--- src/rtl/i2c_txn_pkg.sv ---
package i2c_txn_pkg;
  typedef enum logic [1:0] {
    OP_START = 2'd0,
    OP_STOP  = 2'd1,
    OP_WRITE = 2'd2,
    OP_READ  = 2'd3
  } bit_op_e;

  localparam logic [2:0] CMD_WR  = 3'b000;
  localparam logic [2:0] CMD_CUR = 3'b010;
  localparam logic [2:0] CMD_SEQ = 3'b100;

  localparam logic [2:0] RA_CTRL  = 3'd0;
  localparam logic [2:0] RA_STAT  = 3'd1;
  localparam logic [2:0] RA_TGT   = 3'd2;
  localparam logic [2:0] RA_SUB   = 3'd3;
  localparam logic [2:0] RA_FDATA = 3'd4;
  localparam logic [2:0] RA_LEN   = 3'd5;
  localparam logic [2:0] RA_FCTL  = 3'd6;
  localparam logic [2:0] RA_FSTAT = 3'd7;

  function automatic logic cmd_known(input logic [2:0] c);
    return (c == CMD_WR) || (c == CMD_CUR) || (c == CMD_SEQ);
  endfunction

  function automatic logic [7:0] addr_byte(input logic [6:0] a, input logic rd);
    return {a, rd};
  endfunction
endpackage

--- src/rtl/i2c_txn_fifo.sv ---
module i2c_txn_fifo #(
  parameter int DEPTH = 32,
  parameter int WIDTH = 8
) (
  input  logic                         clk,
  input  logic                         rst_n,
  input  logic                         flush,
  input  logic                         push,
  input  logic [WIDTH-1:0]             wdata,
  input  logic                         pop,
  output logic [WIDTH-1:0]             head,
  output logic                         full,
  output logic                         empty,
  output logic [$clog2(DEPTH+1)-1:0]   level
);
  localparam int AW = $clog2(DEPTH);
  localparam int LW = $clog2(DEPTH+1);

  logic [WIDTH-1:0] mem [DEPTH];
  logic [AW-1:0]    wp_q, rp_q;
  logic [LW-1:0]    cnt_q;
  logic             do_push, do_pop;

  function automatic logic [AW-1:0] bump(input logic [AW-1:0] p);
    return (p == AW'(DEPTH-1)) ? '0 : p + 1'b1;
  endfunction

  assign full    = (cnt_q == LW'(DEPTH));
  assign empty   = (cnt_q == '0);
  assign level   = cnt_q;
  assign head    = mem[rp_q];
  assign do_push = push && !full;
  assign do_pop  = pop && !empty;

  always_ff @(posedge clk) begin
    if (do_push && !flush) mem[wp_q] <= wdata;
  end

  always_ff @(posedge clk or negedge rst_n) begin
    if (!rst_n) begin
      wp_q  <= '0;
      rp_q  <= '0;
      cnt_q <= '0;
    end else if (flush) begin
      wp_q  <= '0;
      rp_q  <= '0;
      cnt_q <= '0;
    end else begin
      if (do_push) wp_q <= bump(wp_q);
      if (do_pop)  rp_q <= bump(rp_q);
      cnt_q <= cnt_q + LW'(do_push) - LW'(do_pop);
    end
  end
endmodule

--- src/rtl/i2c_txn_seq.sv ---
module i2c_txn_seq
  import i2c_txn_pkg::*;
#(
  parameter int LW = 6
) (
  input  logic          clk,
  input  logic          rst_n,
  input  logic          go,
  input  logic [2:0]    cmd,
  input  logic [6:0]    tgt,
  input  logic [7:0]    sub,
  input  logic [LW-1:0] len,
  input  logic [7:0]    fifo_head,
  input  logic          fifo_empty,
  output logic          fifo_pop,
  output logic          fifo_push,
  output logic [7:0]    fifo_wdata,
  output logic          phy_req,
  output logic [1:0]    phy_op,
  output logic          phy_wbit,
  input  logic          phy_done,
  input  logic          phy_rbit,
  output logic          busy,
  output logic          ev_fin,
  output logic          ev_addr_issue,
  output logic          ev_addr_nack,
  output logic          ev_mid_nack
);
  typedef enum logic [1:0] {S_IDLE, S_START, S_BIT, S_STOP} st_e;
  typedef enum logic [2:0] {PH_AW, PH_SUB, PH_DW, PH_AR, PH_DR} ph_e;

  st_e           st_q;
  ph_e           ph_q;
  logic          wait_q;
  logic [7:0]    sh_q;
  logic [3:0]    bit_q;
  logic [LW-1:0] cnt_q, len_q;
  logic [2:0]    cmd_q;

  logic          is_rd, tx, is_addr, last_data, last_byte;
  logic          step, ack_step, adv;
  logic [LW-1:0] tot;
  logic [7:0]    data_next;
  bit_op_e       op;

  function automatic logic [LW-1:0] eff_len(input logic [LW-1:0] n, input logic rd);
    return (rd && n == '0) ? LW'(1) : n;
  endfunction

  always_comb begin
    is_rd     = (cmd_q != CMD_WR);
    tx        = (ph_q != PH_DR);
    is_addr   = (ph_q == PH_AW) || (ph_q == PH_AR);
    tot       = eff_len(len_q, is_rd);
    last_data = (({1'b0, cnt_q} + 1'b1) == {1'b0, tot});
    last_byte = (((ph_q == PH_DW) || (ph_q == PH_DR)) && last_data) ||
                ((ph_q == PH_SUB) && !is_rd && (tot == '0));
    step         = wait_q && phy_done;
    ack_step     = step && (st_q == S_BIT) && (bit_q == 4'd8);
    ev_addr_nack = ack_step && tx && phy_rbit && is_addr;
    ev_mid_nack  = ack_step && tx && phy_rbit && !is_addr && !last_byte;
    adv          = ack_step && !ev_addr_nack && !ev_mid_nack;
    fifo_pop     = adv && (((ph_q == PH_SUB) && !is_rd && (tot != '0)) ||
                           ((ph_q == PH_DW) && !last_data));
    fifo_push    = adv && (ph_q == PH_DR);
    fifo_wdata   = sh_q;
    data_next    = fifo_empty ? 8'h00 : fifo_head;
    ev_fin        = step && (st_q == S_STOP);
    ev_addr_issue = step && (st_q == S_START);
    busy          = (st_q != S_IDLE);
    phy_req       = busy && !wait_q;

    op       = OP_READ;
    phy_wbit = 1'b1;
    case (st_q)
      S_START: op = OP_START;
      S_STOP:  op = OP_STOP;
      S_BIT: begin
        if (bit_q != 4'd8) begin
          op       = tx ? OP_WRITE : OP_READ;
          phy_wbit = tx ? sh_q[7] : 1'b1;
        end else begin
          op       = tx ? OP_READ : OP_WRITE;
          phy_wbit = tx ? 1'b1 : last_byte;
        end
      end
      default: op = OP_READ;
    endcase
    phy_op = op;
  end

  always_ff @(posedge clk or negedge rst_n) begin
    if (!rst_n) begin
      st_q   <= S_IDLE;
      ph_q   <= PH_AW;
      wait_q <= 1'b0;
      sh_q   <= '0;
      bit_q  <= '0;
      cnt_q  <= '0;
      len_q  <= '0;
      cmd_q  <= CMD_WR;
    end else begin
      if (phy_req) wait_q <= 1'b1;
      if (step)    wait_q <= 1'b0;
      if (go) begin
        st_q  <= S_START;
        ph_q  <= (cmd == CMD_CUR) ? PH_AR : PH_AW;
        cmd_q <= cmd;
        len_q <= len;
        cnt_q <= '0;
      end else if (step) begin
        case (st_q)
          S_START: begin
            st_q  <= S_BIT;
            bit_q <= '0;
            sh_q  <= addr_byte(tgt, ph_q == PH_AR);
          end
          S_BIT: begin
            if (bit_q != 4'd8) begin
              bit_q <= bit_q + 1'b1;
              sh_q  <= {sh_q[6:0], tx ? 1'b0 : phy_rbit};
            end else if (!adv) begin
              st_q <= S_STOP;
            end else begin
              bit_q <= '0;
              case (ph_q)
                PH_AW: begin ph_q <= PH_SUB; sh_q <= sub; end
                PH_SUB: begin
                  if (cmd_q == CMD_SEQ) begin ph_q <= PH_AR; st_q <= S_START; end
                  else if (tot == '0) st_q <= S_STOP;
                  else begin ph_q <= PH_DW; sh_q <= data_next; end
                end
                PH_AR: ph_q <= PH_DR;
                PH_DW: begin
                  cnt_q <= cnt_q + 1'b1;
                  if (last_data) st_q <= S_STOP;
                  else sh_q <= data_next;
                end
                PH_DR: begin
                  cnt_q <= cnt_q + 1'b1;
                  if (last_data) st_q <= S_STOP;
                end
                default: st_q <= S_STOP;
              endcase
            end
          end
          S_STOP:  st_q <= S_IDLE;
          default: st_q <= S_IDLE;
        endcase
      end
    end
  end
endmodule

--- src/rtl/i2c_txn_engine.sv ---
module i2c_txn_engine
  import i2c_txn_pkg::*;
#(
  parameter int FIFO_DEPTH = 32,
  parameter int REG_W      = 9
) (
  input  logic             clk,
  input  logic             rst_n,
  input  logic [2:0]       reg_addr,
  input  logic             reg_wr,
  input  logic             reg_rd,
  input  logic [REG_W-1:0] reg_wdata,
  output logic [REG_W-1:0] reg_rdata,
  output logic             irq,
  output logic             aux_out,
  output logic             phy_req,
  output logic [1:0]       phy_op,
  output logic             phy_wbit,
  input  logic             phy_done,
  input  logic             phy_rbit
);
  localparam int CNT_W = $clog2(FIFO_DEPTH+1);

  logic             en_q, ie_q, aux_lvl_q, aux_q;
  logic [2:0]       cmd_q;
  logic [6:0]       tgt_q;
  logic [7:0]       sub_q;
  logic [CNT_W-1:0] len_q;
  logic             st_db, st_dne, st_done, f_ovr, f_udr;

  logic wr_ctrl, wr_stat, sw_push, sw_pop, flush, ev_go;
  logic eng_push, eng_pop, f_push, f_pop, f_full, f_empty;
  logic busy, ev_fin, ev_addr_issue, ev_addr_nack, ev_mid_nack;
  logic [7:0]       eng_data, f_din, f_head;
  logic [CNT_W-1:0] f_level;

  assign wr_ctrl = reg_wr && (reg_addr == RA_CTRL);
  assign wr_stat = reg_wr && (reg_addr == RA_STAT);
  assign sw_push = reg_wr && (reg_addr == RA_FDATA);
  assign sw_pop  = reg_rd && (reg_addr == RA_FDATA);
  assign flush   = reg_wr && (reg_addr == RA_FCTL) && reg_wdata[0];
  assign ev_go   = wr_ctrl && reg_wdata[5] && reg_wdata[0] && !busy &&
                   cmd_known(reg_wdata[4:2]);
  assign f_push  = eng_push || sw_push;
  assign f_pop   = eng_pop || sw_pop;
  assign f_din   = eng_push ? eng_data : reg_wdata[7:0];

  i2c_txn_fifo #(.DEPTH(FIFO_DEPTH), .WIDTH(8)) u_fifo (
    .clk(clk), .rst_n(rst_n), .flush(flush), .push(f_push), .wdata(f_din),
    .pop(f_pop), .head(f_head), .full(f_full), .empty(f_empty), .level(f_level)
  );

  i2c_txn_seq #(.LW(CNT_W)) u_seq (
    .clk(clk), .rst_n(rst_n), .go(ev_go), .cmd(reg_wdata[4:2]), .tgt(tgt_q),
    .sub(sub_q), .len(len_q), .fifo_head(f_head), .fifo_empty(f_empty),
    .fifo_pop(eng_pop), .fifo_push(eng_push), .fifo_wdata(eng_data),
    .phy_req(phy_req), .phy_op(phy_op), .phy_wbit(phy_wbit),
    .phy_done(phy_done), .phy_rbit(phy_rbit), .busy(busy), .ev_fin(ev_fin),
    .ev_addr_issue(ev_addr_issue), .ev_addr_nack(ev_addr_nack),
    .ev_mid_nack(ev_mid_nack)
  );

  always_ff @(posedge clk or negedge rst_n) begin
    if (!rst_n) begin
      en_q <= 1'b0; ie_q <= 1'b0; cmd_q <= '0;
      tgt_q <= '0; aux_lvl_q <= 1'b0; sub_q <= '0; len_q <= '0;
      st_db <= 1'b0; st_dne <= 1'b0; st_done <= 1'b0;
      f_ovr <= 1'b0; f_udr <= 1'b0; aux_q <= 1'b0;
    end else begin
      if (wr_ctrl) begin
        en_q  <= reg_wdata[0];
        ie_q  <= reg_wdata[1];
        cmd_q <= reg_wdata[4:2];
      end
      if (reg_wr && reg_addr == RA_TGT) begin
        tgt_q     <= reg_wdata[7:1];
        aux_lvl_q <= reg_wdata[8];
      end
      if (reg_wr && reg_addr == RA_SUB) sub_q <= reg_wdata[7:0];
      if (reg_wr && reg_addr == RA_LEN) len_q <= reg_wdata[CNT_W-1:0];

      if (ev_mid_nack) st_db <= 1'b1;
      else if (wr_stat && reg_wdata[0]) st_db <= 1'b0;
      if (ev_addr_nack) st_dne <= 1'b1;
      else if (wr_stat && reg_wdata[1]) st_dne <= 1'b0;
      if (ev_fin) st_done <= 1'b1;
      else if (wr_stat && reg_wdata[2]) st_done <= 1'b0;

      if (flush) begin
        f_ovr <= 1'b0;
        f_udr <= 1'b0;
      end else begin
        if (f_push && f_full)  f_ovr <= 1'b1;
        if (f_pop  && f_empty) f_udr <= 1'b1;
      end

      if (ev_addr_issue) aux_q <= aux_lvl_q;
    end
  end

  assign irq     = ie_q && st_done;
  assign aux_out = aux_q;

  always_comb begin
    reg_rdata = '0;
    case (reg_addr)
      RA_CTRL:  reg_rdata[4:0] = {cmd_q, ie_q, en_q};
      RA_STAT:  reg_rdata[4:0] = {f_ovr || f_udr, busy, st_done, st_dne, st_db};
      RA_TGT:   reg_rdata[8:0] = {aux_lvl_q, tgt_q, 1'b0};
      RA_SUB:   reg_rdata[7:0] = sub_q;
      RA_FDATA: reg_rdata[7:0] = f_empty ? 8'h00 : f_head;
      RA_LEN:   reg_rdata[CNT_W-1:0] = len_q;
      RA_FSTAT: reg_rdata[3:0] = {f_empty, f_full, f_udr, f_ovr};
      default:  reg_rdata = '0;
    endcase
  end
endmodule

--- config.mk ---
export PLATFORM = sky130hd
export DESIGN_NAME = i2c_txn_engine
export DESIGN_NICKNAME = d
export VERILOG_FILES = /design/src/rtl/i2c_txn_pkg.sv /design/src/rtl/i2c_txn_fifo.sv /design/src/rtl/i2c_txn_seq.sv /design/src/rtl/i2c_txn_engine.sv
export SDC_FILE = /design/constraint.sdc
export NUM_CORES = 1
export LEC_CHECK = 0
export ABC_AREA = 1
export BUFFER_PORTS_ARGS = -buffer_cell sky130_fd_sc_hd__buf_2
export CORE_MARGIN = 8
export CORE_UTILIZATION = 45
export DETAILED_ROUTE_END_ITERATION = 6
export GPL_TIMING_DRIVEN = 0
export PLACE_DENSITY = 0.69
export SLEW_MARGIN = 20
export SYNTH_ARGS = -nofsm -noshare
export SYNTH_HDL_FRONTEND = slang
export SYNTH_SLANG_ARGS = --single-unit
--- constraint.sdc ---
create_clock -name clk -period 3.78 [get_ports clk]
set_input_delay 0 -clock clk [delete_from_list [all_inputs] [get_ports clk]]
set_output_delay 0 -clock clk [all_outputs]
set_load 0.05 [all_outputs]
==> flow_summary.json <==
{
  "synth_area_um2": 15400,
  "status": "finished, final reports clean",
  "report.power.total_w": 0.0104,
  "starting_density_of_the_core_pct": 45.8,
  "power.internal_w": 0.00708,
  "post_synth_fa_ha_maj_area_fraction_pct": 2.08,
  "power.ir.vdd_worst_mv": 0.497,
  "globalplace.congestion": 1.04,
  "critical-path-max-stage-delay_ns": 0.54,
  "area_added_between_synthesis_and_finish_pct": 16.8,
  "netSwitchingPower_w": 0.00331,
  "power_frac_clock_pct": 36.1,
  "dominant_combinational_cell_family_by_area_after_synthesis": "simple AND/OR/NAND/NOR gates",
  "via_count": 11800,
  "detail_route.wirelength_um": 41500,
  "fill_cells": 2855,
  "crit_path_cell_trace": "clkinv_1, buf_2, clkbuf_1, o21ai_0, o22ai_1, nand2_1, nand2_1, nand3_1, nand2_1, nand2_1, o221ai_1, buf_2",
  "clock_insertion_delay_worst_skew_ns": 0.55,
  "placeableCoreArea_um2": 33600,
  "seq_power_share_pct": 41.0,
  "finalSetupViolCount": 0,
  "grt_start_max_net_pins": 49,
  "p_comb_share_pct": 22.9,
  "synth_compound_area_share_pct": 9.43,
  "cts_max_level": 2,
  "drv_cap": 0,
  "synth_nets": 1581,
  "synth_enable_flop_cells": 256,
  "synthCells": 1538,
  "synthSimpleGateAreaFrac_pct": 20.0,
  "synth.lib_cells_used.distinct": 50,
  "timing.fmax_mhz": 279,
  "power.density_cell_area_nw_per_um2": 578,
  "dominantRegCellSynth": "edfxtp_1",
  "seq_area_frac_synth_pct": 63.2,
  "fp.dieH_um": 201,
  "cts.reportedPaths.clkPinSlew_ns": 0.06,
  "shortest_clock_period_the_worst_path_allows_after_layout_ns": 3.58,
  "die_area_um2": 40400,
  "grt_first_pass_wirelength_um": 64600,
  "detailedRoute.firstPassIterationCount": 5,
  "switching_share_pct": 31.9,
  "worst_slew_pin_slew_ns": 0.990,
  "clk_path_buf_depth": 3,
  "reg2reg_from": "u_seq.bit_q[0]",
  "critPathKind": "reg2out",
  "fin_area_um2": 18000,
  "drt_first_iter_violations": 1200,
  "reg_to_reg_endpoint": "u_fifo.level[4]",
  "post_drt_wl_per_cell_um": 19.6,
  "hp-class": "in2async",
  "ys_ff_latch": 338,
  "antenna_violating_nets_post_route": 0,
  "worst_r2r_path_depth": 24,
  "drive_gt1_share_pct": 10.2,
  "timing.critical_path.fanout_max": 10,
  "max_slew_margin_pct": 34.0,
  "worstPathArrival_ns": 3.58,
  "critPathSlowestCell": "clkbuf_1",
  "fin_worst_skew_ns": 0.0270,
  "first_global_vias": 11200,
  "power.static_leakage_nw": 7.15,
  "synthXorXnorAreaFrac_pct": 0.228,
  "site_rows": 67,
  "cts_root_buffer": "clkbuf_16",
  "tritoncts": "yes",
  "worst_setup_path_start_kind": "register",
  "detail_route.vias_per_cell": 5.56,
  "cts.sink_count": 338,
  "io_buffer_count": 32,
  "timing.reg2reg.setup_slack_ns": 0.28,
  "total_number_of_yosys_warnings": 0,
  "ios": 33,
  "synthesis.area_per_instance_um2": 10.0,
  "die_extent_in_x_um": 201,
  "initial_antenna_violation_count": 0,
  "worstSetupEndpointType": "output pin",
  "finalHoldViolCount": 0,
  "asyncSetResetFlopFracSynth_pct": 24.3,
  "tritoncts.num_buffers": 36,
  "grt_usage_pct": 20.2,
  "placed_area_um2": 16400,
  "holdWs_ns": 0.0436,
  "detailed_route_drc_error_count": 0,
  "post_synth_mux_area_share_pct": 0.455,
  "area_taken_by_multi_input_logic_gates_um2": 5130,
  "period_share_pct": 94.8,
  "drv_slew": 0,
  "finish.utilization_pct": 53.5,
  "critPathRequiredTime_ns": 3.78,
  "net_count_final": 1687,
  "critical_path.n_buffers_inverters": 4,
  "critical_path.most_common_cell": "nand2_1",
  "inserted_diodes": 0,
  "global_route.overflow_total": 0,
  "cp_top_family": "buffers and inverters",
  "area.sequential_um2": 9740,
  "place.detailed.hpwl_um": 29300
}
cells in the mapped netlist, types with 4 or more instances:
cell type	count	area share, %
buf_2	13	0.42
a21oi_1	51	1.7
nor3_1	6	0.20
clkbuf_1	44	1.1
inv_2	4	0.097
dfrtp_1	82	13
nor2_1	135	3.3
o2111ai_1	5	0.28
nand2_1	464	11
a211oi_1	21	1.0
mux2i_1	7	0.46
a221oi_1	4	0.23
buf_1	5	0.12
nand3_1	96	3.1
o22ai_1	26	1.1
o21ai_1	8	0.26
o211ai_1	10	0.49
inv_1	108	2.6
ha_1	24	2.0
nand4_1	9	0.37
o21ai_0	108	3.5
edfxtp_1	256	50
stage by stage:
step                      setup slack, ns  std cells  setup TNS [ns]
after floorplan                     0.272       1538               0
final                               0.197       2120               0
after global routing              -0.0331       2120         -0.0331
after detailed placement           -0.190       2027          -0.190
after global placement              -2.14       2018         -449.64
after CTS                        0.000333       2111               0
registers in the layout, summed over array words and instances (netlist names), 5 cells and up:
signal and flops:
len_q 6, sub_q 8, tgt_q 7, u_fifo.level 6, u_fifo.mem 256, u_fifo.rp_q 5, u_fifo.wp_q 5, u_seq.cnt_q 6
u_seq.fifo_wdata 8, u_seq.len_q 6
routing by layer:
metal / track usage [%] / up-vias / routed length [µm]
li1: - / 5488 / -
met1: 27.8 / 5658 / 17600
met2: 31.7 / 554 / 18900
met3: 3.97 / 82 / 3770
met4: 7.10 / 0 / 1220
met5: 0 / - / 0
logic make-up after synthesis:
| family | Yosys count |
|---|---|
| DFF | 338 |
| adders and majority gates | 25 |
| AOI/OAI and AO/OA | 251 |
| buffers and inverters | 179 |
| muxes | 7 |
| xor gates and xnor gates | 4 |
| and+or+nand+nor | 734 |
power groups by stage:
stage	clock [W]	sequential (W)	combinational (W)
after floorplan	0	0.00430	0.00147
after global placement	0	0.00434	0.00218
after detailed placement	0	0.00433	0.00227
after CTS	0.00379	0.00426	0.00231
after global routing	0.00392	0.00427	0.00262
final	0.00376	0.00426	0.00238
cells in the final DEF, fill, tap and decap left out, drive strengths merged, types with 4 or more instances in the layout:
master       count
clkinv          15
bufinv           7
dlygate4sd3     18
ha              24
buf             70
nand3          100
o22ai           26
edfxtp         256
o2111ai          5
dfrtp           82
nand4           14
clkbuf          86
a221oi           4
nand2          467
o211ai          10
o21ai          119
inv            116
a21oi           52
mux2i            7
a211oi          21
nor2           138
nor3             8
worst max-delay path by stage:
stage / startpoint / to / slack [ns] / depth (start not counted)
after floorplan: u_seq.cnt_q[0] / u_fifo.mem[0][1] / 0.27 / 11
after global placement: u_seq.cnt_q[0] / u_fifo.mem[26][2] / -2.14 / 13
after CTS: u_seq.bit_q[0] / u_fifo.level[4] / 0.0003 / 24
after detailed placement: u_seq.bit_q[0] / u_fifo.level[4] / -0.19 / 24
after global routing: u_seq.bit_q[0] / u_fifo.level[4] / -0.03 / 24
final: u_fifo.rp_q[0] / reg_rdata[6] / 0.20 / 12
worst reg2reg max path, delay by kind of cell (launching register included):
kind | cells | cell delay [ns]
and+or+nand+nor | 13 | 1.42
adders and majority gates | 4 | 1.04
DFF | 1 | 0.41
buffers and inverters | 5 | 0.34
AOI/OAI and AO/OA | 2 | 0.22
cell type report:
cell class,count,share of cell area (%)
Tap cell,448,3.12
Clock buffer,42,5.13
Buffer,64,1.51
Sequential cell,338,54.2
Multi-Input combinational cell,1021,28.5
Inverter,115,2.40
Clock inverter,24,1.84
Timing Repair Buffer,68,3.34
timing repair:
action / 4_1_cts / 5_1_grt
hold buffers: 18 / 0
resized for setup: 4 / 18
pin swaps: 0 / 5
buffers inserted: 0 / 9
hold endpoints to repair: 134 / 0
cloned: 0 / 0
setup endpoints to repair: 2 / 4
Note: power is estimated with default switching activity, not from simulation.
